==> src/rtl/sdac_pkg.sv <==
// Shared types and helpers for the serial DAC frame controller.
// Assumes nanosecond values and clock frequencies small enough that
// ns * MHz fits in 32 bits.
package sdac_pkg;

    // Nanoseconds to system clock cycles, rounded up.
    function automatic int unsigned ns_to_cyc(input int unsigned ns, input int unsigned mhz);
        return (ns * mhz + 999) / 1000;
    endfunction

    // Larger of two counts.
    function automatic int unsigned max2(input int unsigned a, input int unsigned b);
        return (a > b) ? a : b;
    endfunction

    // Sequencer phases of one frame.
    typedef enum logic [2:0] {
        ST_PWRUP,
        ST_IDLE,
        ST_LEAD,
        ST_HIGH,
        ST_LOW,
        ST_TAIL,
        ST_GAP
    } sdac_state_e;

    // Registered pin bundle towards the converter.
    typedef struct packed {
        logic cs_n;
        logic sclk;
        logic sdo;
        logic ld_n;
    } sdac_pins_t;

endpackage

==> src/rtl/sdac_code_map.sv <==
// Builds the serial word from a code: optional bipolar conversion by
// inverting the code MSB, then SUB_W zero pad bits appended below.
// Purely combinational; assumes CODE_W >= 2.
module sdac_code_map #(
    parameter int unsigned CODE_W  = 14,
    parameter int unsigned SUB_W   = 2,
    localparam int unsigned FRAME_W = CODE_W + SUB_W
) (
    input  logic [CODE_W-1:0]  code,
    input  logic               bipolar,
    output logic [FRAME_W-1:0] word
);
    logic [CODE_W-1:0] msb_flip;

    // Mask that flips only the top code bit in bipolar mode.
    always_comb begin
        msb_flip = '0;
        msb_flip[CODE_W-1] = bipolar;
    end

    // Offset-binary code followed by zero pad bits.
    always_comb begin
        word = {code ^ msb_flip, {SUB_W{1'b0}}};
    end
endmodule

==> src/rtl/sdac_phase_timer.sv <==
// Down-counter that times each phase. A load of N-1 makes the current
// phase last N cycles; done is high in the last cycle. Comes out of
// reset loaded with RST_VAL so the first phase is the power-up wait.
module sdac_phase_timer #(
    parameter int unsigned CNT_W   = 12,
    parameter int unsigned RST_VAL = 0
) (
    input  logic             clk,
    input  logic             rst_n,
    input  logic             load,
    input  logic [CNT_W-1:0] load_val,
    output logic [CNT_W-1:0] cnt,
    output logic             done
);
    // Count down to zero, reload on request.
    always_ff @(posedge clk) begin
        if (!rst_n) begin
            cnt <= CNT_W'(RST_VAL);
        end else if (load) begin
            cnt <= load_val;
        end else if (cnt != '0) begin
            cnt <= cnt - 1'b1;
        end
    end

    assign done = (cnt == '0);
endmodule

==> src/rtl/sdac_frame_shifter.sv <==
// Holds the frame word and presents its MSB as the next serial bit.
// Shifts left once per completed clock period and flags the last bit.
module sdac_frame_shifter #(
    parameter int unsigned FRAME_W = 16,
    localparam int unsigned IDX_W  = $clog2(FRAME_W)
) (
    input  logic               clk,
    input  logic               rst_n,
    input  logic               load,
    input  logic [FRAME_W-1:0] word,
    input  logic               shift,
    output logic               msb,
    output logic               last
);
    localparam logic [IDX_W-1:0] LAST_IDX = IDX_W'(FRAME_W - 1);

    logic [FRAME_W-1:0] shreg;
    logic [IDX_W-1:0]   idx;

    // Shift register for the outgoing word.
    always_ff @(posedge clk) begin
        if (!rst_n) begin
            shreg <= '0;
        end else if (load) begin
            shreg <= word;
        end else if (shift) begin
            shreg <= {shreg[FRAME_W-2:0], 1'b0};
        end
    end

    // Index of the bit currently on the line.
    always_ff @(posedge clk) begin
        if (!rst_n) begin
            idx <= '0;
        end else if (load) begin
            idx <= '0;
        end else if (shift) begin
            idx <= idx + 1'b1;
        end
    end

    assign msb  = shreg[FRAME_W-1];
    assign last = (idx == LAST_IDX);
endmodule

==> src/rtl/sdac_frame_ctrl.sv <==
// Host-side frame controller for a 14-bit serial-input DAC.
// Accepts a code on valid/ready, waits out a power-up lockout after
// reset, then sends lead, 16 clock periods, tail and an inter-frame gap
// in which an optional load strobe pulse commits the word. All pins are
// registered. Assumes GAP is long enough to hold the strobe setup and
// pulse, which the derived localparams guarantee.
module sdac_frame_ctrl #(
    parameter int unsigned SYS_MHZ          = 200,
    parameter int unsigned CODE_W           = 14,
    parameter int unsigned SUB_W            = 2,
    parameter int unsigned SCLK_PERIOD_NS   = 100,
    parameter int unsigned SCLK_PHASE_NS    = 45,
    parameter int unsigned CS_SETUP_NS      = 45,
    parameter int unsigned CS_HOLD_NS       = 45,
    parameter int unsigned LD_SETUP_NS      = 50,
    parameter int unsigned LD_WIDTH_NS      = 50,
    parameter int unsigned PWRUP_NS         = 20000,
    parameter int unsigned GAP_SCLK_PERIODS = 2
) (
    input  logic              clk,
    input  logic              rst_n,
    input  logic              code_valid,
    input  logic [CODE_W-1:0] code_data,
    input  logic              cfg_bipolar,
    input  logic              cfg_strobe,
    output logic              code_ready,
    output logic              dac_cs_n,
    output logic              dac_sclk,
    output logic              dac_sdo,
    output logic              dac_ld_n
);
    import sdac_pkg::*;

    localparam int unsigned FRAME_W   = CODE_W + SUB_W;
    localparam int unsigned HALF_CYC  = max2(ns_to_cyc(SCLK_PHASE_NS, SYS_MHZ),
                                             ns_to_cyc((SCLK_PERIOD_NS + 1) / 2, SYS_MHZ));
    localparam int unsigned LEAD_CYC  = max2(ns_to_cyc(CS_SETUP_NS, SYS_MHZ), HALF_CYC);
    localparam int unsigned TAIL_CYC  = max2(ns_to_cyc(CS_HOLD_NS, SYS_MHZ), 1);
    localparam int unsigned LDS_CYC   = max2(ns_to_cyc(LD_SETUP_NS, SYS_MHZ), 1);
    localparam int unsigned LDW_CYC   = max2(ns_to_cyc(LD_WIDTH_NS, SYS_MHZ), 1);
    localparam int unsigned GAP_CYC   = max2(2 * GAP_SCLK_PERIODS * HALF_CYC, LDS_CYC + LDW_CYC + 1);
    localparam int unsigned PWRUP_CYC = max2(ns_to_cyc(PWRUP_NS, SYS_MHZ), 1);
    localparam int unsigned MAX_CYC   = max2(max2(PWRUP_CYC, GAP_CYC), max2(LEAD_CYC, max2(HALF_CYC, TAIL_CYC)));
    localparam int unsigned CNT_W     = $clog2(MAX_CYC + 1);

    localparam logic [CNT_W-1:0] HALF_LD = CNT_W'(HALF_CYC - 1);
    localparam logic [CNT_W-1:0] LEAD_LD = CNT_W'(LEAD_CYC - 1);
    localparam logic [CNT_W-1:0] TAIL_LD = CNT_W'(TAIL_CYC - 1);
    localparam logic [CNT_W-1:0] GAP_LD  = CNT_W'(GAP_CYC - 1);
    localparam logic [CNT_W-1:0] STB_HI  = CNT_W'(GAP_CYC - 1 - LDS_CYC);
    localparam logic [CNT_W-1:0] STB_LO  = CNT_W'(GAP_CYC - LDS_CYC - LDW_CYC);

    sdac_state_e        state_q, state_d;
    sdac_pins_t         pins_q, pins_d;
    logic [CNT_W-1:0]   cnt;
    logic               t_done;
    logic               t_load;
    logic [CNT_W-1:0]   t_val;
    logic               accept;
    logic               shift;
    logic               bit_msb;
    logic               bit_last;
    logic               strobe_q;
    logic [FRAME_W-1:0] word;

    // Code to frame word conversion.
    sdac_code_map #(
        .CODE_W (CODE_W),
        .SUB_W  (SUB_W)
    ) map_i (
        .code    (code_data),
        .bipolar (cfg_bipolar),
        .word    (word)
    );

    // Phase timer, starts in the power-up wait.
    sdac_phase_timer #(
        .CNT_W   (CNT_W),
        .RST_VAL (PWRUP_CYC - 1)
    ) timer_i (
        .clk      (clk),
        .rst_n    (rst_n),
        .load     (t_load),
        .load_val (t_val),
        .cnt      (cnt),
        .done     (t_done)
    );

    // Outgoing word and bit position.
    sdac_frame_shifter #(
        .FRAME_W (FRAME_W)
    ) shift_i (
        .clk   (clk),
        .rst_n (rst_n),
        .load  (accept),
        .word  (word),
        .shift (shift),
        .msb   (bit_msb),
        .last  (bit_last)
    );

    // Next phase, timer reloads and shifter controls.
    always_comb begin
        state_d = state_q;
        t_load  = 1'b0;
        t_val   = '0;
        accept  = 1'b0;
        shift   = 1'b0;
        case (state_q)
            ST_PWRUP: begin
                if (t_done) state_d = ST_IDLE;
            end
            ST_IDLE: begin
                if (code_valid) begin
                    state_d = ST_LEAD;
                    t_load  = 1'b1;
                    t_val   = LEAD_LD;
                    accept  = 1'b1;
                end
            end
            ST_LEAD: begin
                if (t_done) begin
                    state_d = ST_HIGH;
                    t_load  = 1'b1;
                    t_val   = HALF_LD;
                end
            end
            ST_HIGH: begin
                if (t_done) begin
                    t_load = 1'b1;
                    if (bit_last) begin
                        state_d = ST_TAIL;
                        t_val   = TAIL_LD;
                    end else begin
                        state_d = ST_LOW;
                        t_val   = HALF_LD;
                        shift   = 1'b1;
                    end
                end
            end
            ST_LOW: begin
                if (t_done) begin
                    state_d = ST_HIGH;
                    t_load  = 1'b1;
                    t_val   = HALF_LD;
                end
            end
            ST_TAIL: begin
                if (t_done) begin
                    state_d = ST_GAP;
                    t_load  = 1'b1;
                    t_val   = GAP_LD;
                end
            end
            ST_GAP: begin
                if (t_done) state_d = ST_IDLE;
            end
            default: state_d = ST_IDLE;
        endcase
    end

    // Phase register.
    always_ff @(posedge clk) begin
        if (!rst_n) state_q <= ST_PWRUP;
        else        state_q <= state_d;
    end

    // Commit mode latched with each accepted code.
    always_ff @(posedge clk) begin
        if (!rst_n)      strobe_q <= 1'b0;
        else if (accept) strobe_q <= cfg_strobe;
    end

    // Pin values implied by the current phase.
    always_comb begin
        pins_d.cs_n = 1'b1;
        pins_d.sclk = 1'b0;
        pins_d.sdo  = 1'b0;
        pins_d.ld_n = 1'b1;
        case (state_q)
            ST_LEAD, ST_LOW: begin
                pins_d.cs_n = 1'b0;
                pins_d.sdo  = bit_msb;
            end
            ST_HIGH: begin
                pins_d.cs_n = 1'b0;
                pins_d.sclk = 1'b1;
                pins_d.sdo  = bit_msb;
            end
            ST_TAIL: pins_d.cs_n = 1'b0;
            ST_GAP:  pins_d.ld_n = ~(strobe_q && (cnt <= STB_HI) && (cnt >= STB_LO));
            default: ;
        endcase
    end

    // Glitch-free registered pins.
    always_ff @(posedge clk) begin
        if (!rst_n) pins_q <= '{cs_n: 1'b1, sclk: 1'b0, sdo: 1'b0, ld_n: 1'b1};
        else        pins_q <= pins_d;
    end

    assign code_ready = (state_q == ST_IDLE);
    assign dac_cs_n   = pins_q.cs_n;
    assign dac_sclk   = pins_q.sclk;
    assign dac_sdo    = pins_q.sdo;
    assign dac_ld_n   = pins_q.ld_n;
endmodule

==> config.mk <==
export PLATFORM = sky130hd
export DESIGN_NAME = sdac_frame_ctrl
export DESIGN_NICKNAME = d
export VERILOG_FILES = /design/src/rtl/sdac_pkg.sv /design/src/rtl/sdac_code_map.sv /design/src/rtl/sdac_phase_timer.sv /design/src/rtl/sdac_frame_shifter.sv /design/src/rtl/sdac_frame_ctrl.sv
export SDC_FILE = /design/constraint.sdc
export NUM_CORES = 1
export LEC_CHECK = 0
export ABC_AREA = 0
export CAP_MARGIN = 25
export CORE_AREA = 10 10 78 93
export CTS_CLUSTER_DIAMETER = 60
export DETAILED_ROUTE_END_ITERATION = 10
export DIE_AREA = 0 0 88 103
export PLACE_DENSITY = 0.6
export SETUP_SLACK_MARGIN = 0.5
export SYNTH_ARGS = -nofsm -noshare
export SYNTH_HDL_FRONTEND = slang
export SYNTH_SLANG_ARGS = --single-unit
==> constraint.sdc <==
create_clock -name clk -period 5.01 [get_ports clk]
set_clock_uncertainty 0.2 [all_clocks]
set_input_delay 1.2525 -clock clk [delete_from_list [all_inputs] [get_ports clk]]
set_output_delay 1.2525 -clock clk [all_outputs]
set_load 0.01 [all_outputs]
==> results by group, run 1 <==
Power and ir drop
  – Clk network pwr share: 0.390
  – Peak VDD IR: 0.1353 mV
  – LEAKAGE: 0.7516 nW
  – Net Sw Power: 0.1244 mW
  – Switching Fraction: 0.2227
  – Int Pwr: 0.4341 mW
  – Combinational Power Share: 0.060
  – Pwr dens: 243.7 mW/mm^2
  – Sequential Power Share: 0.550

Timing
  – Max_slew headroom: 0.4806
  – Slew at the pin closest to its max-slew limit: 774.8 ps
  – RSZ-0062 raised after global routing: no
  – Final setup viols: 0
  – Final Max Tran Viols: 0
  – Final Hold Vio Count: 0
  – FMAX: 0.3048 GHz
  – Setup TNS: 0 ps
  – Fin crit share: 0.6548
  – Fin crit period: 3280 ps

Place
  – PortBufs: 23
  – GPL Wtd Cong: 0.8348
  – Post-DP HPWL: 3432 um
  – Placed cell count: 307

Final layout
  – Final cell count without fillers: 315
  – Register Area: 760.7 um^2
  – Commonest non-fill, non-tap cells in the layout: 38 x dfxtp_1, 36 x o21ai_0, 23 x a21oi_1, 23 x clkdlybuf4s50_1, 16 x a31oi_1
  – Area of the multi-input gates: 0.001104 mm^2
  – Fin nets: 273
  – Layout area overhead: 17.59%
  – Fillers: 551
  – Commonest non-fill, non-tap cell in the layout: dfxtp_1
  – Layout cell share with drive strength beyond 1: 0.05578
  – Ant. Diodes: 0

GRT
  – Initial antenna violation count: 0
  – GR Util met1: 0.1310
  – Largest net degree at the start of global routing: 30
  – Busiest grt layer: met2
  – First-pass GRT wire length: 8431 um
  – Vias in the first global route: 1788
  – Global Route Usage Sum: 0.1137
  – GR Layer Usage met3: 0.02925
  – Grt met2 use: 0.1962
  – Grt total ovfl: 0

Clock network
  – Root Buffer: clkbuf_8
  – Clk sink count: 38
  – Setup bufs post-CTS: 0
  – Cts hold-fix bufs: 0
  – Max Root-Sink Buffers: 2
  – PostCTS Resize Cnt: 0
  – H-tree depth: 2
  – Clock slew at reported path FFs: 70 ps
  – Total CTS buffers: 5
  – CTS tree: done
  – Clk Latency, worst-skew pair: 290 ps

Yosys
  – Synth warn: 0
  – Mapped Area: 0.001949 mm^2
  – Async SR Flop Fraction: 0
  – Top FF cell, synth: dfxtp_1
  – Post-synth EDFFs: 0
  – Count of different cell masters after synthesis: 51
  – Synth Area per Inst: 8.260 um^2
  – Seq/Total Area, Yosys: 0.3902
  – FF+latch count, synth: 38
  – Syn Nets: 259
  – Post-Synthesis Cells: 236

Setup path
  – Critical Path Source Type: flip-flop
  – Worst path arrival time: 1830 ps
  – CP Capture Type: output port
  – Crit-path cells: nor3b_1 -> clkdlybuf4s50_1
  – Critical Setup Path Class: reg2out
  – FF-to-FF setup slack: 2100 ps
  – RR Endpoint: shift_i.idx[3]
  – Max stage delay cell, worst path: dfxtp_1
  – Critical path endpoint: code_ready
  – FF-to-FF path depth: 6
  – CP max stage delay: 610 ps
  – Critical Path Fanout Max: 14
  – CP required: 3560 ps
  – Crit Reg-Reg Startpoint: timer_i.cnt[1]
  – Worst Setup SP: state_q[0]

Floorplan
  – Rows: 30
  – Die width: 88 um
  – Core footprint: 0.005518 mm^2
  – Num ports: 24
  – Initial Utilization: 0.3533
  – Die area: 0.009064 mm^2
  – Chip height: 103 um

Job
  – Max Cap Viol: 0

Routing
  – Routed Antenna Nets: 0
  – Vias post-DR: 1844
  – Via density: 5.854
  – Mean routed wirelength per cell: 15.83 um
  – Iter 0 DRT Violations: 246
  – Router iterations before antenna repair: 4
  – # DRC: 0
  – Detailed Route WL: 4986 um

Run status
  – Status: finished clean

Min path
  – Worst Hold Class: reg2reg
metal layers:
metal,share of wire,up-vias
met2,0.49,34
li1,-,927
met5,0,-
met3,0.043,5
met1,0.46,878
met4,0.011,0
power by group through the flow:
stage	Combinational [mW]	Sequential (mW)	Clock (mW)
floorplan	0.0162	0.313	0
global placement	0.0333	0.314	0
detailed placement	0.0334	0.314	0
CTS	0.0334	0.307	0.224
global route	0.0371	0.308	0.238
finish	0.0333	0.307	0.218
registers in the layout (all words and copies together), names as in the netlist:
register       flops
dac_cs_n           1
dac_ld_n           1
dac_sclk           1
dac_sdo            1
shift_i.idx        4
shift_i.shreg     14
state_q            3
strobe_q           1
timer_i.cnt       12
per-stage QoR:
step | area [um^2] | util | worst slack (ps) | hold slack, ps | power [mW]
after floorplan | 1949 | - | 2465 | 236.6 | 0.3291
after detailed placement | 2201 | 0.3989 | 1681 | 248.9 | 0.3477
after CTS | 2292 | 0.4154 | 1721 | 260.0 | 0.5647
after global placement | 2201 | 0.3989 | 1720 | 243.9 | 0.3478
after global routing | 2292 | 0.4154 | 1636 | 295.5 | 0.5825
final | 2292 | 0.4154 | 1730 | 257.5 | 0.5585
Yosys cell counts (5+ instances only):
cell type	n	area (um^2)
nor2_1	7	26.28
a31oi_1	16	100.1
or3_1	5	31.28
dfxtp_1	38	760.7
o21ai_0	36	180.2
nor3_1	7	35.03
nand3_1	7	35.03
nand2_1	10	37.54
clkbuf_1	12	45.04
a21oi_1	23	115.1
worst max-delay path: cells and delay by family, from the launching register on:
kind	cells	cell delay, ps
flip-flops	1	610
buffers and inverters	1	600
AND/OR/NAND/NOR	1	330
layout make-up:
type | instances | share of cell area
Clock buffer | 7 | 0.03766
Clock inverter | 1 | 0.002183
Inverter | 3 | 0.004913
Multi-Input combinational cell | 177 | 0.4814
Sequential cell | 38 | 0.3319
Tap cell | 64 | 0.03493
Timing Repair Buffer | 25 | 0.1070
cell families (layout without fill, tap and decap cells):
| logic type | Yosys count | in the layout | share of synthesized area |
|---|---|---|---|
| xor gates and xnor gates | 3 | 3 | 0.01348 |
| muxes | 4 | 4 | 0.02054 |
| AOI/OAI and AO/OA | 99 | 99 | 0.3023 |
| and+or+nand+nor | 66 | 66 | 0.1990 |
| adders and majority gates | 5 | 5 | 0.03081 |
| buffers and inverters | 21 | 36 | 0.04364 |
| DFF | 38 | 38 | 0.3902 |
worst min-delay path by stage:
stage	start	to	cells past startpoint
2_1_floorplan	strobe_q	strobe_q	2
3_3_place_gp	strobe_q	strobe_q	2
3_5_place_dp	strobe_q	strobe_q	2
4_1_cts	strobe_q	strobe_q	2
5_1_grt	strobe_q	strobe_q	2
6_report	strobe_q	strobe_q	2
(Power assumes the default switching activity.)
==> run 2, diff against run 1 <==
- PLACE_DENSITY: 0.6 -> 0.62
- clock period: 5.01 -> 2.7 ns (I/O delays scaled with it)
==> results by group, run 2 (synthesized netlist as in run 1, its figures left out) <==
Run status
  – Status: finished clean (unchanged)

Routing
  – Via density: 5.822 (was 5.854)
  – Iter 0 DRT Violations: 64 (was 246)
  – Vias post-DR: 1968 (was 1844)
  – Detailed Route WL: 5624 um (was 4986 um)
  – Router iterations before antenna repair: 4 (unchanged)
  – Routed Antenna Nets: 0 (unchanged)
  – # DRC: 0 (unchanged)
  – Mean routed wirelength per cell: 16.64 um (was 15.83 um)

Place
  – Placed cell count: 319 (was 307)
  – PortBufs: 23 (unchanged)
  – GPL Wtd Cong: 0.9160 (was 0.8348)
  – Post-place setup slack: 242.2 ps (was 1681 ps)
  – Post-DP HPWL: 3720 um (was 3432 um)

Power and ir drop
  – Switching Fraction: 0.2267 (was 0.2227)
  – LEAKAGE: 0.8935 nW (was 0.7516 nW)
  – Total power: 1.019 mW (was 0.5585 mW)
  – Net Sw Power: 0.2309 mW (was 0.1244 mW)
  – Clk network pwr share: 0.365 (was 0.390)
  – Int Pwr: 0.7877 mW (was 0.4341 mW)
  – Sequential Power Share: 0.559 (was 0.550)
  – Pwr dens: 397.7 mW/mm^2 (was 243.7 mW/mm^2)
  – Combinational Power Share: 0.077 (was 0.060)
  – Peak VDD IR: 0.3517 mV (was 0.1353 mV)

Timing
  – Slew at the pin closest to its max-slew limit: 796.0 ps (was 774.8 ps)
  – Worst setup margin: 398.0 ps (was 1730 ps)
  – FMAX: 0.4344 GHz
  – Final setup viols: 0 (unchanged)
  – Setup TNS: 0 ps (unchanged)
  – Final Max Tran Viols: 0 (unchanged)
  – RSZ-0062 raised after global routing: yes (was no)
  – Max_slew headroom: 0.4693 (was 0.4806)
  – Final Hold Vio Count: 0 (unchanged)
  – Fin crit share: 0.8526
  – Fin crit period: 2302 ps

Floorplan
  – Rows: 30 (unchanged)
  – Num ports: 24 (unchanged)
  – Die area: 0.009064 mm^2 (unchanged)
  – Die width: 88 um (unchanged)
  – Chip height: 103 um (unchanged)
  – Core footprint: 0.005518 mm^2 (unchanged)
  – Initial Utilization: 0.3533 (unchanged)

GRT
  – Vias in the first global route: 1989 (was 1788)
  – Largest net degree at the start of global routing: 20 (was 30)
  – Global Route Usage Sum: 0.1275 (was 0.1137)
  – Initial antenna violation count: 0 (unchanged)
  – First-pass GRT wire length: 9404 um (was 8431 um)
  – Grt total ovfl: 0 (unchanged)

Setup path
  – CP Capture Type: flip-flop (was output port)
  – Critical Path Source Type: flip-flop (unchanged)
  – Max stage delay cell, worst path: or4_4 (was dfxtp_1)
  – CP required: 2720 ps (was 3560 ps)
  – Worst path arrival time: 2330 ps (was 1830 ps)
  – CP max stage delay: 500 ps (was 610 ps)
  – Critical Path Fanout Max: 6 (was 14)
  – Crit-path cells: inv_4 -> ha_4 -> or4b_4 -> or4_4 -> or3_1 -> a21oi_1 (was nor3b_1 -> clkdlybuf4s50_1)
  – FF-to-FF setup slack: 400 ps (was 2100 ps)
  – Critical Setup Path Class: reg2reg (was reg2out)

Final layout
  – Max reg flops: 14 (unchanged)
  – Layout cell share with drive strength beyond 1: 0.1898 (was 0.05578)
  – Biggest register: shift_i.shreg (unchanged)
  – Final core utilization: 0.4642 (was 0.4154)
  – Layout area overhead: 31.39% (was 17.59%)
  – Fin nets: 297 (was 273)
  – Commonest non-fill, non-tap cell in the layout: dfxtp_1 (unchanged)
  – Final cell count without fillers: 338 (was 315)
  – Ant. Diodes: 0 (unchanged)
  – Top flop regs: shift_i.shreg (14), timer_i.cnt (12), shift_i.idx (4) (unchanged)
  – Commonest non-fill, non-tap cells in the layout: 36 x dfxtp_1, 23 x a21oi_1, 22 x o21ai_0, 22 x clkdlybuf4s50_1, 22 x buf_4 (was 38 x dfxtp_1, 36 x o21ai_0, 23 x a21oi_1, 23 x clkdlybuf4s50_1, 16 x a31oi_1)

Clock network
  – Cts hold-fix bufs: 0 (unchanged)
  – Max Root-Sink Buffers: 2 (unchanged)
  – Clock slew at reported path FFs: 70 ps (about the same)
  – Total CTS buffers: 5 (unchanged)
  – Root Buffer: clkbuf_8 (unchanged)
  – Clk Latency, worst-skew pair: 290 ps (about the same)
  – CTS tree: done (unchanged)
  – Clk sink count: 38 (unchanged)
  – H-tree depth: 2 (unchanged)

Min path
  – Worst Hold Class: reg2reg (unchanged)

Job
  – Max Cap Viol: 0 (unchanged)
run 2: cell count changes in the layout (fill, tap and decap cells not counted), moves of 3 or more:
cell / before / now
or4_4: 0 / 3
o21ai_0: 36 / 22
o21ai_2: 0 / 4
o21ai_1: 0 / 10
buf_4: 2 / 22
run 2: worst max-delay path, delay by kind of cell, from the launching register on:
kind / cells / cell delay, ps
compound gates: 1 / 140
fa+ha+maj: 1 / 120
buf+inv: 1 / 60
flops: 1 / 350
simple gates: 3 / 1360
run 2: worst paths after layout:
check / start / endpoint / cells after the start
min reg2reg: shift_i.shreg[15] / shift_i.shreg[15] / 2
min: shift_i.shreg[15] / shift_i.shreg[15] / 2
max reg2reg: timer_i.cnt[0] / shift_i.idx[3] / 6
max: timer_i.cnt[0] / shift_i.idx[3] / 6
run 2: layout make-up:
cell class	instances	area, um^2
Inverter	3	16.27
Clock buffer	7	76.32
Tap cell	64	80.08
Fill cell	534	2957
Multi-Input combinational cell	178	1184
Timing Repair Buffer	48	436.7
Sequential cell	38	768.2
run 2: power by group through the flow:
stage	Clock, mW	Sequential [mW]	Combinational (mW)
floorplan	0	0.582	0.0325
global placement	0	0.584	0.0656
detailed placement	0	0.584	0.0649
CTS	0.380	0.569	0.0771
global route	0.396	0.569	0.0866
finish	0.372	0.569	0.0779
run 2: per-layer routing:
metal | part of all wire | up-vias | GRT usage
li1 | - | 978 | -
met1 | 0.41 | 928 | 0.1445
met2 | 0.52 | 54 | 0.2203
met3 | 0.055 | 8 | 0.03953
met4 | 0.012 | 0 | 0.04177
met5 | 0 | - | 0
run 2: timing repair:
action	in CTS	in global routing
gates cloned	1	1
buffers inserted	10	0
gates resized for setup	16	19
setup endpoints to repair	19	20
pin swaps	5	13
run 2: stage by stage:
stage	hold slack, ps	instance area [um^2]
finish	261.0	2561
global route	275.0	2561
CTS	261.2	2511
detailed placement	250.5	2313
global placement	249.9	2313
floorplan	236.6	1979
